$ cat config.mk
export PLATFORM = sky130hd
export DESIGN_NAME = mlw_unit
export DESIGN_NICKNAME = d
export VERILOG_FILES = /design/src/rtl/mlw_pkg.sv /design/src/rtl/mlw_stage_a.sv /design/src/rtl/mlw_cond_gen.sv /design/src/rtl/mlw_stage_b.sv /design/src/rtl/mlw_unit.sv
export SDC_FILE = /design/constraint.sdc
export NUM_CORES = 2
export LEC_CHECK = 0
export CELL_PAD_IN_SITES_DETAIL_PLACEMENT = 2
export CELL_PAD_IN_SITES_GLOBAL_PLACEMENT = 2
export CORE_ASPECT_RATIO = 0.5
export CORE_UTILIZATION = 39
export CTS_CLUSTER_DIAMETER = 60
export DETAILED_ROUTE_END_ITERATION = 6
export PLACE_DENSITY_LB_ADDON = 0.1
export SETUP_SLACK_MARGIN = 0.2
export SLEW_MARGIN = 20
export SYNTH_ARGS = -nofsm -noshare
export SYNTH_HDL_FRONTEND = slang
export SYNTH_HIERARCHICAL = 1
export SYNTH_SLANG_ARGS = --single-unit
export TNS_END_PERCENT = 10
$ cat constraint.sdc
create_clock -name clk -period 9.2 [get_ports clk]
set_input_delay 0.92 -clock clk [delete_from_list [all_inputs] [get_ports clk]]
set_output_delay 0.92 -clock clk [all_outputs]
set_load 0.05 [all_outputs]
$ cat src/rtl/mlw_pkg.sv
package mlw_pkg;
    // control and exception bits carried with an operation
    typedef struct packed {
        logic oe;
        logic rc;
        logic so;
        logic ov;
        logic ca;
    } mlw_ctl_t;

    localparam int unsigned COND_W = 4;
endpackage

$ cat src/rtl/mlw_stage_a.sv
module mlw_stage_a
    import mlw_pkg::*;
#(
    parameter int unsigned W = 32
) (
    input  logic         clk,
    input  logic         rst_n,
    input  logic         in_valid,
    input  logic [W-1:0] in_a,
    input  logic [W-1:0] in_b,
    input  mlw_ctl_t     in_ctl,
    output logic         a_valid,
    output logic [W-1:0] a_op1,
    output logic [W-1:0] a_op2,
    output mlw_ctl_t     a_ctl
);
    always_ff @(posedge clk or negedge rst_n) begin
        if (!rst_n) begin
            a_valid <= 1'b0;
            a_op1   <= '0;
            a_op2   <= '0;
            a_ctl   <= '0;
        end else begin
            a_valid <= in_valid;
            a_op1   <= in_a;
            a_op2   <= in_b;
            a_ctl   <= in_ctl;
        end
    end
endmodule

$ cat src/rtl/mlw_cond_gen.sv
module mlw_cond_gen
    import mlw_pkg::*;
#(
    parameter int unsigned W = 32
) (
    input  logic              [W-1:0] word,
    input  logic                      so_bit,
    output logic         [COND_W-1:0] nib
);
    logic is_neg;
    logic is_zero;

    always_comb begin
        is_neg  = word[W-1];
        is_zero = ~|word;
        nib     = {is_neg, ~is_neg & ~is_zero, is_zero, so_bit};
    end
endmodule

$ cat src/rtl/mlw_stage_b.sv
module mlw_stage_b
    import mlw_pkg::*;
#(
    parameter int unsigned W = 32
) (
    input  logic              clk,
    input  logic              rst_n,
    input  logic              a_valid,
    input  logic [W-1:0]      a_op1,
    input  logic [W-1:0]      a_op2,
    input  mlw_ctl_t          a_ctl,
    output logic              b_valid,
    output logic [W-1:0]      b_word,
    output logic [COND_W-1:0] b_nib,
    output logic              b_cond_we,
    output logic              b_so,
    output logic              b_so_we,
    output logic              b_ov,
    output logic              b_ov_we,
    output logic              b_ca
);
    localparam int unsigned PW = 2 * W;

    logic signed [PW-1:0] prod;
    logic [W:0]           upper;
    logic                 ovf;
    logic                 so_next;
    logic                 so_nib;
    logic [COND_W-1:0]    nib_next;

    always_comb begin
        prod    = $signed({{W{a_op1[W-1]}}, a_op1}) * $signed({{W{a_op2[W-1]}}, a_op2});
        upper   = prod[PW-1:W-1];
        ovf     = ~((&upper) | (~|upper));
        so_next = a_ctl.so | ovf;
        so_nib  = a_ctl.oe ? so_next : a_ctl.so;
    end

    mlw_cond_gen #(.W(W)) u_cond (
        .word   (prod[W-1:0]),
        .so_bit (so_nib),
        .nib    (nib_next)
    );

    always_ff @(posedge clk or negedge rst_n) begin
        if (!rst_n) begin
            b_valid   <= 1'b0;
            b_word    <= '0;
            b_nib     <= '0;
            b_cond_we <= 1'b0;
            b_so      <= 1'b0;
            b_so_we   <= 1'b0;
            b_ov      <= 1'b0;
            b_ov_we   <= 1'b0;
            b_ca      <= 1'b0;
        end else begin
            b_valid   <= a_valid;
            b_word    <= prod[W-1:0];
            b_nib     <= nib_next;
            b_cond_we <= a_valid & a_ctl.rc;
            b_so      <= a_ctl.oe ? so_next : a_ctl.so;
            b_so_we   <= a_valid & a_ctl.oe;
            b_ov      <= a_ctl.oe ? ovf : a_ctl.ov;
            b_ov_we   <= a_valid & a_ctl.oe;
            b_ca      <= a_ctl.ca;
        end
    end

    // a set incoming summary bit survives an overflow-recording op
    p_so_keep_r3: assert property (@(posedge clk) disable iff (!rst_n)
        (a_valid && a_ctl.oe && a_ctl.so) |=> (b_so_we && b_so));

    // a recorded overflow always comes with the summary bit
    p_ov_implies_so_r2: assert property (@(posedge clk) disable iff (!rst_n)
        (b_ov_we && b_ov) |-> b_so);

    // exactly one of neg/pos/zero in a recorded nibble
    p_cond_one_r5: assert property (@(posedge clk) disable iff (!rst_n)
        b_cond_we |-> ($countones(b_nib[3:1]) == 1));
endmodule

$ cat src/rtl/mlw_unit.sv
module mlw_unit
    import mlw_pkg::*;
#(
    parameter int unsigned W = 32
) (
    input  logic              clk,
    input  logic              rst_n,
    input  logic              op_valid,
    input  logic [W-1:0]      op_a,
    input  logic [W-1:0]      op_b,
    input  logic              ovf_en,
    input  logic              rec_en,
    input  logic              xer_so_in,
    input  logic              xer_ov_in,
    input  logic              xer_ca_in,
    output logic              res_valid,
    output logic [W-1:0]      res_word,
    output logic [COND_W-1:0] cond_nib,
    output logic              cond_we,
    output logic              so_out,
    output logic              so_we,
    output logic              ov_out,
    output logic              ov_we,
    output logic              ca_out,
    output logic              ca_we
);
    mlw_ctl_t     in_ctl;
    logic         a_valid;
    logic [W-1:0] a_op1;
    logic [W-1:0] a_op2;
    mlw_ctl_t     a_ctl;

    always_comb begin
        in_ctl.oe = ovf_en;
        in_ctl.rc = rec_en;
        in_ctl.so = xer_so_in;
        in_ctl.ov = xer_ov_in;
        in_ctl.ca = xer_ca_in;
    end

    mlw_stage_a #(.W(W)) u_sa (
        .clk      (clk),
        .rst_n    (rst_n),
        .in_valid (op_valid),
        .in_a     (op_a),
        .in_b     (op_b),
        .in_ctl   (in_ctl),
        .a_valid  (a_valid),
        .a_op1    (a_op1),
        .a_op2    (a_op2),
        .a_ctl    (a_ctl)
    );

    mlw_stage_b #(.W(W)) u_sb (
        .clk       (clk),
        .rst_n     (rst_n),
        .a_valid   (a_valid),
        .a_op1     (a_op1),
        .a_op2     (a_op2),
        .a_ctl     (a_ctl),
        .b_valid   (res_valid),
        .b_word    (res_word),
        .b_nib     (cond_nib),
        .b_cond_we (cond_we),
        .b_so      (so_out),
        .b_so_we   (so_we),
        .b_ov      (ov_out),
        .b_ov_we   (ov_we),
        .b_ca      (ca_out)
    );

    // carry is never touched by this operation
    assign ca_we = 1'b0;

    // no write-enable without a completing operation
    p_we_need_valid_r9: assert property (@(posedge clk) disable iff (!rst_n)
        (cond_we || so_we || ov_we) |-> res_valid);

    // with both forms, nibble SO equals the written SO
    p_cond_so_r6: assert property (@(posedge clk) disable iff (!rst_n)
        (cond_we && so_we) |-> (cond_nib[0] == so_out));

    // an op in stage A completes on the next edge
    p_latency_r8: assert property (@(posedge clk) disable iff (!rst_n)
        a_valid |=> res_valid);
endmodule

==> reports/summary.txt <==
Netlist Area Pre-Place -> 39,100 sq um
mux contribution to synthesized area -> 0.00138
Yosys top cell area share -> 0.554
layout cells sized above 1 -> 0.0964
routed wire length -> 135,000 um
core box area -> 98,500 sq um
Clock Skews -> 0.0148 ns
setup violators final -> 0
fmax -> 113 MHz
CTS Buf Count -> 9
Final Hold Vio Count -> 0
Crit Path Class -> reg -> reg
area fraction in and, or, nand and nor cells after synthesis -> 0.162
CP bufs+invs -> 10
Synth warnings -> 6
Initial Util -> 0.397
# rows -> 81
Hold WC Path Type -> reg -> reg
Sink Count -> 112
Nets -> 5,433
sequential area share after synthesis -> 0.0717
DRT antenna net count -> 0
family with the most delay on the worst path -> adder cells
Routed wire per std cell -> 24.8 um
syn nets -> 5,289
clock latency on the worst-skew pair -> 0.46 ns
ys flop type -> dfrtp_1
Crit. End Element -> flip-flop
Worst-path clk slew -> 0.10 ns
outcome -> finished clean
main combinational cell family by area after synthesis -> adder cells
register area -> 2860 sq um
initial antenna violation count -> 7
Layout Utilization -> 0.449
Synth Area in Compound Gates -> 0.0443
DRT iter0 DRCs -> 1,216
I/O Pins -> 116
#FFs+latches synth -> 112
RSZ-0062 raised after global routing -> yes
Mapped Cells -> 3,951
CP Launch Type -> flip-flop
gr usage total -> 0.276
EDFF count, synth -> 0
CTS Root Cell -> clkbuf_16
Syn Area/Cell -> 9.89 sq um
first-pass iteration count of the detailed router -> 5
largest net degree at the start of global routing -> 60
# fillers -> 10,400
slowest stage delay, CP -> 0.59 ns
detailed placement HPWL -> 116,000 um
vias in the first global route -> 34,600
max-cap violations -> 0
XOR/XNOR Fraction of Synth Area -> 0.0130
Die Area -> 102,000 sq um
GRT overflow -> 0
Clock Path Buffers -> 2
critical path arrival -> 9.18 ns
worst slew pin tran -> 0.891 ns
Tmin final -> 8.85 ns
routed vias/inst -> 5.22
critical path fanouts, max -> 18
critical path's slowest cell -> fa_2
Yosys top cell by area -> fa_1
Worst path most repeated cell -> fa_1
Final Slew Violations -> 0
Critical Path RT -> 9.53 ns
area grow syn2layout -> 13.2%
adder-cell share of the synthesized area -> 0.613
post-synthesis async set-or-reset flop share -> 1.00
port bufs -> 114
height of the die -> 226 um
global-route wire length before repair -> 209,000 um
DRC viols -> 0
htree depth -> 3
Final Cycle Share -> 0.961
CTS tree -> done
Area contributors post-synth -> fa_1, and2_1, inv_1
Hold Slack -> 0.357 ns
chip width -> 450 um
Slew HR -> 0.406
Synth cell types -> 80
gpl congestion -> 0.914
setup TNS -> 0 ns
DR vias -> 28,300
area of the multi-input gates -> 33,100 sq um
-- cell type report --
type                    instances  area share
repair buffers                361      0.0799
diodes                          1   0.0000566
flip-flops and latches        112      0.0646
inverters                     749      0.0637
clock buffers                   9     0.00509
multi-input cells            2862       0.747
well taps                    1328      0.0376
clock inverters                 6     0.00192
-- synthesized netlist by cell type, types with 6 or more instances --
cell type / n
a211oi_1: 9
xnor2_1: 40
inv_1: 748
xor2_1: 18
nor2_1: 56
o31ai_1: 6
nand2b_1: 29
a21o_1: 35
and2_1: 452
nand3_1: 10
fa_1: 1082
clkbuf_1: 217
buf_2: 6
nand2_1: 623
o2111ai_1: 6
a21oi_1: 70
o21ai_0: 44
ha_1: 184
nor3_1: 19
nand4_1: 27
nor4_1: 16
o21a_1: 8
a31oi_1: 7
dfrtp_1: 112
o211ai_1: 10
-- worst reg2reg max path: cells and delay by family (launching register included) --
family,cells,cell delay [ns]
fa+ha+maj,9,4.50
buf+inv,10,1.32
compound gates,6,1.15
flops,1,0.41
simple gates,5,1.21
xor+xnor,1,0.12
-- path summary, 6_finish.rpt --
path | from | end | slack (ns) | cells after the start
max in group asynchronous | rst_n | u_sa/a_op1[20] | 7.21 | 2
setup / recovery | u_sa/a_op1[31] | u_sb/b_ov | 0.35 | 31
hold / removal | u_sa/a_ctl[0] | u_sb/b_ca | 0.36 | 0
setup reg to reg | u_sa/a_op1[31] | u_sb/b_ov | 0.35 | 31
hold reg to reg | u_sa/a_ctl[0] | u_sb/b_ca | 0.36 | 0
min in group asynchronous | rst_n | u_sa/a_ctl[0] | 0.49 | 1
-- registers in the layout, summed over array words and instances (netlist names) --
| name | flops |
|---|---|
| u_sb/b_nib | 4 |
| u_sb/b_so_we | 1 |
| u_sa/a_ctl | 5 |
| u_sb/b_ov | 1 |
| u_sb/b_ca | 1 |
| u_sb/b_so | 1 |
| u_sa/a_valid | 1 |
| u_sa/a_op1 | 32 |
| u_sb/b_cond_we | 1 |
| u_sb/b_word | 32 |
| u_sb/b_valid | 1 |
| u_sa/a_op2 | 32 |
-- cell usage in the layout (no fill, tap or decap), drive strengths merged, types with 4 or more instances in the layout --
master,n
nand2b,29
or3,6
or4b,4
dfrtp,112
o21bai,4
nor2b,4
o31a,4
nand3,10
o221ai,5
or2,6
a31o,5
o211ai,10
a31oi,7
clkbuf,10
o31ai,6
o2111ai,6
o211a,4
nor3,20
inv,749
nor2,56
clkinv,4
o21ai,46
xor2,18
buf,247
nor4,18
and2,454
a311oi,5
nand4,27
a21o,35
clkdlybuf4s50,113
nand2,624
and3,5
a211oi,10
a221oi,5
o21a,9
ha,184
fa,1082
xnor2,40
a21oi,72
-- cells by family after synthesis --
family,after synthesis
xor gates and xnor gates,58
buffers and inverters,977
DFF,112
AOI/OAI and AO/OA,255
adders and majority gates,1266
other,1
muxes,5
and+or+nand+nor,1277
-- metrics by stage --
stage,std cells,cell area (sq um),setup WS (ns)
finish,5428,44200,0.354
floorplan,3951,39100,0.560
global placement,5382,43000,-0.162
CTS,5400,43500,0.203
global route,5427,44200,0.0534
detailed placement,5382,43000,-0.262
-- per-layer routing --
metal | vias up | track usage | wire, um
met2 | 435 | 0.502 | 71200
met3 | 120 | 0.0237 | 4220
met4 | 6 | 0.0519 | 2350
li1 | 11900 | - | -
met5 | - | 0 | 34
met1 | 15800 | 0.361 | 57000
-- what timing repair did --
action,in CTS,in global routing
hold buffers,0,0
resized for setup,41,115
setup endpoints to repair,3,3
setup buffers,3,27
pin swaps,3,22
Power is left out: the tool's default activity adds up to more than one toggle a clock period on the data nets, which glitch-free logic cannot reach.
